## src/rtl/dd_pkg.sv

```systemverilog
package dd_pkg;
  localparam int CFG_DLY_W = 4;
  localparam int MAX_DLY   = (1 << CFG_DLY_W) - 1;
endpackage

```

## src/rtl/dd_fifo.sv

```systemverilog
module dd_fifo #(
  parameter int W     = 22,
  parameter int DEPTH = 4
) (
  input  logic         clk,
  input  logic         rst_n,
  input  logic         push,
  input  logic [W-1:0] wdata,
  input  logic         pop,
  output logic [W-1:0] rdata,
  output logic         full,
  output logic         empty
);
  localparam int AW = $clog2(DEPTH);

  logic [W-1:0]  mem [DEPTH];
  logic [AW:0]   wp, rp;

  assign empty = (wp == rp);
  assign full  = (wp[AW] != rp[AW]) && (wp[AW-1:0] == rp[AW-1:0]);
  assign rdata = mem[rp[AW-1:0]];

  always_ff @(posedge clk) begin
    if (!rst_n) begin
      wp <= '0;
      rp <= '0;
    end else begin
      if (push) begin
        mem[wp[AW-1:0]] <= wdata;
        wp <= wp + 1'b1;
      end
      if (pop) rp <= rp + 1'b1;
    end
  end

  assert_fifo_no_overflow_R7: assert property (@(posedge clk) disable iff (!rst_n)
    !(push && full));
  assert_fifo_no_underflow_R7: assert property (@(posedge clk) disable iff (!rst_n)
    !(pop && empty));
endmodule

```

## src/rtl/dd_delay_line.sv

```systemverilog
module dd_delay_line #(
  parameter int W     = 11,
  parameter int DLY_W = dd_pkg::CFG_DLY_W
) (
  input  logic             clk,
  input  logic             rst_n,
  input  logic             clr,
  input  logic             shift,
  input  logic [DLY_W-1:0] dly,
  input  logic [W-1:0]     b_now,
  output logic [W-1:0]     b_tap
);
  localparam int DEPTH = (1 << DLY_W) - 1;

  logic [W-1:0] hist [DEPTH];

  always_ff @(posedge clk) begin
    if (!rst_n || clr) hist[0] <= '0;
    else if (shift)    hist[0] <= b_now;
  end

  for (genvar g = 1; g < DEPTH; g++) begin : g_tap
    always_ff @(posedge clk) begin
      if (!rst_n || clr) hist[g] <= '0;
      else if (shift)    hist[g] <= hist[g-1];
    end
  end

  always_comb begin
    if (dly == '0) b_tap = b_now;
    else           b_tap = hist[dly - 1'b1];
  end
endmodule

```

## src/rtl/dd_pass_ctrl.sv

```systemverilog
module dd_pass_ctrl #(
  parameter int BLK_LEN = 8,
  parameter int LOG2N   = 3,
  parameter int DLY_W   = dd_pkg::CFG_DLY_W,
  parameter int STG_W   = 2,
  parameter int PAIR_W  = 2
) (
  input  logic              clk,
  input  logic              rst_n,
  input  logic              start,
  input  logic [DLY_W-1:0]  cfg_dly,
  input  logic              in_fire,
  input  logic              proc_fire,
  input  logic              out_fire,
  output logic              busy,
  output logic              clr,
  output logic [DLY_W-1:0]  dly_q,
  output logic              in_room,
  output logic              proc_room,
  output logic              done,
  output logic              tree_done,
  output logic [STG_W-1:0]  stage_idx,
  output logic [PAIR_W-1:0] pair_idx
);
  localparam int CNT_W     = $clog2(BLK_LEN + 1);
  localparam int PAIRS     = (1 << LOG2N) / 2;
  localparam logic [CNT_W-1:0]  LEN_C   = CNT_W'(BLK_LEN);
  localparam logic [CNT_W-1:0]  LAST_C  = CNT_W'(BLK_LEN - 1);
  localparam logic [PAIR_W-1:0] PAIR_LAST = PAIR_W'(PAIRS - 1);
  localparam logic [STG_W-1:0]  STG_LAST  = STG_W'(LOG2N - 1);

  logic [CNT_W-1:0] in_cnt, proc_cnt, out_cnt;
  logic last_out;

  assign clr       = start && !busy;
  assign in_room   = busy && (in_cnt < LEN_C);
  assign proc_room = busy && (proc_cnt < LEN_C);
  assign last_out  = out_fire && (out_cnt == LAST_C);

  always_ff @(posedge clk) begin
    if (!rst_n) begin
      busy <= 1'b0; dly_q <= '0; done <= 1'b0; tree_done <= 1'b0;
      in_cnt <= '0; proc_cnt <= '0; out_cnt <= '0;
      stage_idx <= '0; pair_idx <= '0;
    end else begin
      done      <= 1'b0;
      tree_done <= 1'b0;
      if (clr) begin
        busy <= 1'b1; dly_q <= cfg_dly;
        in_cnt <= '0; proc_cnt <= '0; out_cnt <= '0;
      end else if (busy) begin
        if (in_fire)   in_cnt   <= in_cnt + 1'b1;
        if (proc_fire) proc_cnt <= proc_cnt + 1'b1;
        if (out_fire)  out_cnt  <= out_cnt + 1'b1;
        if (last_out) begin
          busy <= 1'b0;
          done <= 1'b1;
          if (pair_idx == PAIR_LAST) begin
            pair_idx <= '0;
            if (stage_idx == STG_LAST) begin
              stage_idx <= '0;
              tree_done <= 1'b1;
            end else begin
              stage_idx <= stage_idx + 1'b1;
            end
          end else begin
            pair_idx <= pair_idx + 1'b1;
          end
        end
      end
    end
  end

  assert_delay_held_R3: assert property (@(posedge clk) disable iff (!rst_n)
    busy |=> (!busy || $stable(dly_q)));
  assert_done_single_R6: assert property (@(posedge clk) disable iff (!rst_n)
    done |=> !done);
  assert_accept_bound_R5: assert property (@(posedge clk) disable iff (!rst_n)
    in_cnt <= LEN_C);
  assert_stage_range_R8: assert property (@(posedge clk) disable iff (!rst_n)
    stage_idx <= STG_LAST);
endmodule

```

## src/rtl/dd_butterfly_engine.sv

```systemverilog
module dd_butterfly_engine #(
  parameter int IN_W    = 8,
  parameter int LOG2N   = 3,
  parameter int BLK_LEN = 8,
  parameter int BUF_D   = 4,
  parameter int ACC_W   = IN_W + LOG2N,
  parameter int STG_W   = (LOG2N > 1) ? $clog2(LOG2N) : 1,
  parameter int PAIR_W  = (LOG2N > 1) ? (LOG2N - 1) : 1
) (
  input  logic                        clk,
  input  logic                        rst_n,
  input  logic                        start,
  input  logic [dd_pkg::CFG_DLY_W-1:0] cfg_delay,
  input  logic                        in_valid,
  output logic                        in_ready,
  input  logic [ACC_W-1:0]            in_a,
  input  logic [ACC_W-1:0]            in_b,
  output logic                        out_valid,
  input  logic                        out_ready,
  output logic [ACC_W-1:0]            out_sum,
  output logic [ACC_W-1:0]            out_dly,
  output logic                        done,
  output logic                        tree_done,
  output logic [STG_W-1:0]            stage_idx,
  output logic [PAIR_W-1:0]           pair_idx
);
  localparam int DLY_W = dd_pkg::CFG_DLY_W;
  localparam int PW    = 2 * ACC_W;

  logic             busy, clr, in_room, proc_room;
  logic [DLY_W-1:0] dly_q;
  logic             in_fire, proc_fire, out_fire;
  logic [PW-1:0]    ib_rdata, ob_wdata, ob_rdata;
  logic             ib_full, ib_empty, ob_full, ob_empty;
  logic [ACC_W-1:0] a_cur, b_cur, b_tap;

  assign in_ready  = in_room && !ib_full;
  assign in_fire   = in_valid && in_ready;
  assign proc_fire = proc_room && !ib_empty && !ob_full;
  assign out_valid = !ob_empty;
  assign out_fire  = out_valid && out_ready;

  dd_pass_ctrl #(.BLK_LEN(BLK_LEN), .LOG2N(LOG2N), .DLY_W(DLY_W),
                 .STG_W(STG_W), .PAIR_W(PAIR_W)) u_ctrl (
    .clk(clk), .rst_n(rst_n), .start(start), .cfg_dly(cfg_delay),
    .in_fire(in_fire), .proc_fire(proc_fire), .out_fire(out_fire),
    .busy(busy), .clr(clr), .dly_q(dly_q), .in_room(in_room),
    .proc_room(proc_room), .done(done), .tree_done(tree_done),
    .stage_idx(stage_idx), .pair_idx(pair_idx));

  dd_fifo #(.W(PW), .DEPTH(BUF_D)) u_in_buf (
    .clk(clk), .rst_n(rst_n), .push(in_fire), .wdata({in_a, in_b}),
    .pop(proc_fire), .rdata(ib_rdata), .full(ib_full), .empty(ib_empty));

  assign a_cur = ib_rdata[PW-1:ACC_W];
  assign b_cur = ib_rdata[ACC_W-1:0];

  dd_delay_line #(.W(ACC_W), .DLY_W(DLY_W)) u_dline (
    .clk(clk), .rst_n(rst_n), .clr(clr), .shift(proc_fire),
    .dly(dly_q), .b_now(b_cur), .b_tap(b_tap));

  assign ob_wdata = {a_cur + b_cur, a_cur + b_tap};

  dd_fifo #(.W(PW), .DEPTH(BUF_D)) u_out_buf (
    .clk(clk), .rst_n(rst_n), .push(proc_fire), .wdata(ob_wdata),
    .pop(out_fire), .rdata(ob_rdata), .full(ob_full), .empty(ob_empty));

  assign out_sum = ob_rdata[PW-1:ACC_W];
  assign out_dly = ob_rdata[ACC_W-1:0];

  assert_out_hold_R7: assert property (@(posedge clk) disable iff (!rst_n)
    (out_valid && !out_ready) |=> (out_valid && $stable(out_sum) && $stable(out_dly)));
  assert_idle_no_accept_R5: assert property (@(posedge clk) disable iff (!rst_n)
    done |-> !in_ready);
endmodule

```

## config.mk

```make
export PLATFORM = sky130hd
export DESIGN_NAME = dd_butterfly_engine
export DESIGN_NICKNAME = d
export VERILOG_FILES = /design/src/rtl/dd_pkg.sv /design/src/rtl/dd_fifo.sv /design/src/rtl/dd_delay_line.sv /design/src/rtl/dd_pass_ctrl.sv /design/src/rtl/dd_butterfly_engine.sv
export SDC_FILE = /design/constraint.sdc
export NUM_CORES = 1
export LEC_CHECK = 0
export BUFFER_PORTS_ARGS = -buffer_cell sky130_fd_sc_hd__buf_4
export CAP_MARGIN = 20
export CORE_MARGIN = 2
export CORE_UTILIZATION = 30
export CTS_CLUSTER_SIZE = 8
export DETAILED_ROUTE_END_ITERATION = 12
export SYNTH_ARGS = -nofsm -noshare
export SYNTH_HDL_FRONTEND = slang
export SYNTH_SLANG_ARGS = --single-unit
```

## constraint.sdc

```tcl
create_clock -name clk -period 9.67 [get_ports clk]
set_clock_uncertainty 0.2 [all_clocks]
set_input_delay 0.967 -clock clk [delete_from_list [all_inputs] [get_ports clk]]
set_output_delay 0.967 -clock clk [all_outputs]
set_load 0.05 [all_outputs]
```

# Yosys cells after proc, flatten, opt, wreduce, memory -nomap -nowiden
# Memory sizes are Yosys's and may differ from the RTL's. A register that Yosys moved wholly into a read port is not among the register bits.
# Cells that the tools add are included.
# W data, S select, Z words.
# totals
in_bits,31
memories,3
mem_bits_rw,341
out_inout_bits,30
register_bits,35
elab_cells,123
# classes
n_lt_le_gt_ge,2
bitwise_logic,20
eq_ne,9
n_reduce_logical,27
n_mux,37
n_addsub,12
# mem_list
memory,words,width,rd,rd_clocked_by_memory_dff,write_ports,line_no,rtl
u_dline.hist,15,11,15,0,15,dd_delay_line.sv:15,logic [W-1:0] hist [DEPTH];
u_in_buf.mem,4,22,1,1,1,dd_fifo.sv:16,logic [W-1:0] mem [DEPTH];
u_out_buf.mem,4,22,1,1,1,dd_fifo.sv:16,
# ops
operator,n
$mux W11,16
$add A11 B11 Y11,2
$mux W1,15
$or A1 B1 Y1,15
$add A3 B1 Y3 const B,4
$add A4 B1 Y4 const B,3
$mux W2,6
$logic_and A1 B1 Y1,11
$lt A4 B4 Y1 const B,2
$eq A3 B3 Y1,2
$logic_not A1 Y1,6
$reduce_and A2 Y1,3
$not A1 Y1,5
$reduce_or A5 Y1,1
$add A2 B1 Y2 const B,2
$eq A2 B2 Y1,2
$eq A2 B2 Y1 const B,2
$eq A4 B3 Y1 const B,1
$logic_not A4 Y1,1
$reduce_and A4 Y1,1
$sub A4 B1 Y4 const B,1
$reduce_and A3 Y1,1
$reduce_or A3 Y1,1
$ne A1 B1 Y1,2
2 further kinds,2

# Longest topological paths before layout
# logic_depth
ltp_word,8
ltp_mapped,22
mapped_depth_nobuf,16

# By module
# A second synthesis with hierarchy kept.
# hier_totals
hier_cells,1050
hier_area_um2,16728.5
# by_module_without_submodules
mod,area_each_um2,cells_each,n_inst,seq_area_each_um2
dd_delay_line,7696.1,510,1,4954.8
dd_fifo,3580.9,155,2,2802.7
dd_pass_ctrl,940.9,109,1,460.4
dd_butterfly_engine,929.6,121,1,0.0

# Least setup slack after synthesis
# Ideal clock, no wire load.
# synth_path
kind,register to register
startpoint,reg u_ctrl.dly_q[0]
endpoint,"mem u_out_buf.mem[0][10], data pin"
path_stages_with_launch,22
path_buffers,5
t_required_ns,9.290
setup_slack_ns,4.622
setup_time_ns,0.180
period_less_slack_ns,5.048
t_arrival_ns,4.668
cell_sequence,dfxtp_1 buf_6 buf_4 buf_4 buf_2 clkinv_1 ha_1 xor2_2 buf_6 mux4_2 nand2_1 a21oi_1 a21oi_1 o21ai_1 ha_1 fa_1 a211oi_1 o21bai_1 a21oi_1 o21ai_0 a31oi_1 xor2_1
# synth_between
elab_chain_len,4
word_cells_on_any_way,5
cone_classes,add/sub: 2; mux: 1; reduce/logical: 1; memory: 1
# synth_rtl
element,line_no,rtl
"start, declared",dd_pass_ctrl.sv:17,"output logic [DLY_W-1:0] dly_q,"
"start signal, assigned",dd_pass_ctrl.sv:42,busy <= 1'b0; dly_q <= '0; done <= 1'b0; tree_done <= 1'b0;
"start signal, assigned",dd_pass_ctrl.sv:49,busy <= 1'b1; dly_q <= cfg_dly;
$sub A4 B1 Y4,dd_delay_line.sv:31,else b_tap = hist[dly - 1'b1];
$mem_v2 Z15 W11,--,
$mux W11 (*),dd_delay_line.sv:30,if (dly == '0) b_tap = b_now;
$add A11 B11 Y11 (*),dd_butterfly_engine.sv:62,"assign ob_wdata = {a_cur + b_cur, a_cur + b_tap};"
via ob_wdata[10],dd_butterfly_engine.sv:33,"logic [PW-1:0] ib_rdata, ob_wdata, ob_rdata;"
"end, declared",dd_fifo.sv:16,
# The timed path passes the listed nets; every way through them passes the cells marked *.

# Final worst setup path
# Same ends and word-level chain as after synthesis.

==> impl.org <==
** Detailed routing
- Wires add up to 34.55 mm.
- Antenna Nets Post-Route :: 0
- After detailed routing, the number of vias per cell comes to 4.916.
- Post-DR wirelength/cell :: 18.61 um
- First-pass DRT Iterations :: 5
- Iteration-0 DRC Markers :: 782
- Final routed DRC violation total :: 0
- Total number of vias :: 9129

** Floorplan
- Count of boundary I/O pins :: 61
- Core area :: 0.05488 mm^2
- Standard-cell row count :: 86
- Effective utilization at floorplan :: 30.25%
- Die boundary width :: 239.2 um
- The die is 239.2 um tall.
- The die covers 0.05724 mm^2.

** Logic synthesis
- Of all cell types, the one taking the most synthesized area is edfxtp_1.
- Cell count after synthesis :: 1057
- Number of enable-type register cells in the synthesized netlist :: 341
- Post-synthesis net count :: 1126
- The share of synthesized area in the top cell type comes to 61.68%.
- After synthesis, the most frequently instantiated cells are edfxtp_1, and3_1, mux4_2, nand2_1, clkbuf_1.
- Most frequent cell after synthesis :: edfxtp_1
- Post-Synthesis Mean Instance Area :: 15.71 um^2
- Yosys mapped the design onto 58 distinct sky130hd cell types.
- For this run, asynchronously set or reset flops after synthesis account for 0%.
- The mapped netlist covers 0.01660 mm^2.
- Among all flip-flop cells after synthesis, the most frequent one is edfxtp_1.
- Dominant cells by area after synthesis :: edfxtp_1, mux4_2, and3_1
- Flip-flop and latch count after synthesis :: 380
- For this run, the register share of the synthesized area comes to 66.38%.
- Synth warnings :: 0

** Timing
- Worst hold margin :: 283.3 ps
- Of the available clock period, the critical path in the final layout requires 51.82%.
- Setup total negative slack on the finished layout was measured at 0 ps.
- Setup violations remaining at the end of the flow were counted as 0.
- Max_slew headroom :: 32.42%
- Setup ws final :: 4659 ps
- Min Clock Period, post-route :: 5011 ps
- Transition time at the pin with the least slew margin :: 1014 ps
- Setup repair after global routing left no endpoint under its margin.
- Max Clock Freq :: 199.6 MHz
- Final hold viol count :: 0
- Final max-slew violation count :: 0

** Worst setup path
- Counting cells, the worst reg-to-reg path comes to 16.
- Worst Path Class, Setup :: reg2reg
- The kind of cell with the highest combined delay along the critical path is compound AO/OA/AOI/OAI gates.
- The largest individual stage delay along the critical path comes from the cell ha_2.
- Counting buffers and inverters, the worst setup path is 16 cells deep.
- Tracing the worst setup path back leads to its startpoint at u_ctrl.dly_q[0].
- In this run the critical register-to-register path is launched from u_ctrl.dly_q[0].
- The critical path contains buffers and inverters numbering 2 combined.
- Crit path top cell by count :: a21oi_1
- The worst register-to-register path ends at u_out_buf.mem[0][10].
- Slowest stage delay, CP :: 690 ps
- Critical Path Source Type :: flip-flop
- For the worst setup path, the data required time is 9850 ps.
- In this run the worst path has a maximum fanout of 32.
- Data arrival at the endpoint of the critical path :: 5190 ps
- Critical path endpoint :: u_out_buf.mem[0][10]
- Setup slack, reg-to-reg :: 4660 ps
- Cell chain of the critical path :: clkinv_1 > ha_2 > buf_4 > mux4_2 > nand2_1 > a21oi_1 > a21oi_1 > o21ai_1 > ha_1 > fa_1 > a211oi_1 > o21bai_1 > a21oi_1 > o21ai_0 > a31oi_1 > xor2_1
- Sort of element at the end of the critical path :: flip-flop

** Placement
- Detailed placement finished with a half-perimeter wire length of 20.76 mm.
- Buffers placed on the I/O ports in this run total 60.
- The congestion estimate from routability-driven global placement came to 0.7531.
- Placement Setup Slack :: 4659 ps

** Clock tree
- Resized cells post-CTS :: 0
- The later pin in the worst-skew pair is clocked with a latency of 590 ps.
- For this design, the sink count on the clock tree is 380.
- Longest Clk Path Bufs :: 3
- After clock tree synthesis, the clock-pin slew on the worst setup and hold paths is 50 ps.
- The root buffer cell chosen for the clock tree is clkbuf_16.
- In this run the number of H-tree levels came out at 2.
- Num CTS Buffers :: 53
- The number of setup buffers added after CTS is 0.
- After clock tree synthesis, the flow added hold-fix buffers numbering 0.
- TritonCTS built the clock tree.

** Global route
- Entering global routing, the biggest net connects 114 pins.
- First-pass GRT wire length :: 53.47 mm
- Initial antenna violation count :: 1
- The total overflow left after global routing is 0.
- Overall track demand over capacity in global routing :: 12.07%
- Via count of the first global-routing pass :: 9108

** Cells and area
- In the final layout, the share of cells above drive strength 1 is 19.95%.
- The number of antenna diodes in the final layout is 0.
- Count of nets after finishing :: 1189
- Area Overhead vs Synth :: 16.38%

** Status
- Outcome :: finished clean

** Pwr
- Power after layout :: 4.200 mW
- In this run the static leakage power is 7.308 nW.
- PwrDens :: 217.4 mW/mm^2
- VDD IR-drop max :: 0.0001199 V

** Worst hold path
- Class of the tightest hold or removal check :: reg2reg

** Flow run
- MaxCap Viol Count :: 0
[sequential cells by signal, indices dropped and copies added, names as in the netlist, 3 cells and up, named ones only]
signal	count
u_out_buf.mem	88
u_ctrl.dly_q	4
u_ctrl.proc_cnt	4
u_dline.hist	165
u_in_buf.mem	88
u_ctrl.out_cnt	4
u_in_buf.wp	3
u_out_buf.wp	3
u_out_buf.rp	3
u_in_buf.rp	3
u_ctrl.in_cnt	4
[worst min-delay path by stage]
| stage | start | to | slack [ps] | cells past startpoint |
|---|---|---|---|---|
| floorplan | u_ctrl.in_cnt[3] | u_ctrl.in_cnt[3] | 240 | 2 |
| global placement | u_ctrl.in_cnt[3] | u_ctrl.in_cnt[3] | 270 | 2 |
| detailed placement | u_ctrl.in_cnt[3] | u_ctrl.in_cnt[3] | 270 | 2 |
| CTS | u_ctrl.in_cnt[3] | u_ctrl.in_cnt[3] | 290 | 2 |
| global route | u_ctrl.proc_cnt[0] | u_ctrl.proc_cnt[0] | 310 | 1 |
| finish | u_ctrl.in_cnt[3] | u_ctrl.in_cnt[3] | 280 | 2 |
[worst register-to-register path: cells and delay by family (launching register included)]
kind | cells | cell delay [ps]
buffers and inverters | 2 | 720
DFF | 1 | 320
and+or+nand+nor | 1 | 80
muxes | 1 | 390
adders and majority gates | 3 | 1390
xor gates and xnor gates | 1 | 270
AOI/OAI and AO/OA | 8 | 1450
[layout by cell type (no fill, tap or decap), drive strengths merged, types with 2 or more instances in the layout]
| cell type | synthesis | layout |
|---|---|---|
| a21o | 7 | 7 |
| ha | 36 | 36 |
| dfxtp | 39 | 39 |
| o21ai | 24 | 24 |
| xor2 | 15 | 15 |
| nor4b | 2 | 2 |
| nand3 | 4 | 4 |
| a211oi | 9 | 9 |
| o31ai | 3 | 3 |
| o21bai | 2 | 2 |
| inv | 15 | 17 |
| a21boi | 3 | 3 |
| nor2 | 29 | 29 |
| clkbuf | 58 | 85 |
| o21a | 2 | 2 |
| a311oi | 6 | 6 |
| mux2i | 22 | 22 |
| buf | 15 | 81 |
| edfxtp | 341 | 341 |
| o211ai | 3 | 3 |
| nor2b | 14 | 14 |
| a21oi | 30 | 30 |
| a41oi | 2 | 2 |
| nand2 | 63 | 63 |
| a2111o | 2 | 2 |
| and2 | 12 | 12 |
| mux4 | 77 | 77 |
| nor3b | 4 | 4 |
| xnor2 | 24 | 24 |
| or3 | 2 | 2 |
| and3 | 173 | 173 |
| or2 | 2 | 2 |
| fa | 2 | 2 |
| clkinv | 1 | 2 |
| nand2b | 2 | 2 |
[metal layers]
layer	vias to the layer above	global-route usage [%]	part of all wire (%)
li1	4234	-	-
met1	4649	17.35	48
met3	55	2.201	4.1
met5	-	0	0
met2	191	18.26	46
met4	0	4.394	2.2
[area by class of cell]
type / instances / area [um^2]
fillers: 5193 / 35560
clock inverters: 3 / 58.81
multi-input cells: 588 / 5225
clock buffers: 85 / 1468
flip-flops and latches: 380 / 11020
inverters: 16 / 60.06
well taps: 704 / 880.8
repair buffers: 81 / 608.1
[power by group]
part | total, mW | leakage, nW | internal [mW] | switching (mW)
combinational | 0.540 | 2.87 | 0.196 | 0.344
sequential | 1.96 | 3.71 | 1.92 | 0.0360
clock | 1.70 | 0.728 | 1.03 | 0.674
[cell families (layout without fill, tap and decap cells)]
kind of cell,after synthesis,after routing,synth area share (%)
adders and majority gates,38,38,2.954
xor gates and xnor gates,39,39,2.103
muxes,99,99,11.77
DFF,380,380,66.38
and+or+nand+nor,314,314,10.63
AOI/OAI and AO/OA,98,98,3.859
buffers and inverters,89,185,2.306
[through the flow]
step	utilization [%]	instances	cell area, um^2
CTS	35.21	1857	19320
global placement	32.43	1769	17800
floorplan	-	1057	16600
detailed placement	32.43	1769	17800
global route	35.21	1857	19320
finish	35.21	1857	19320
Power figures use the tool's default switching activity.
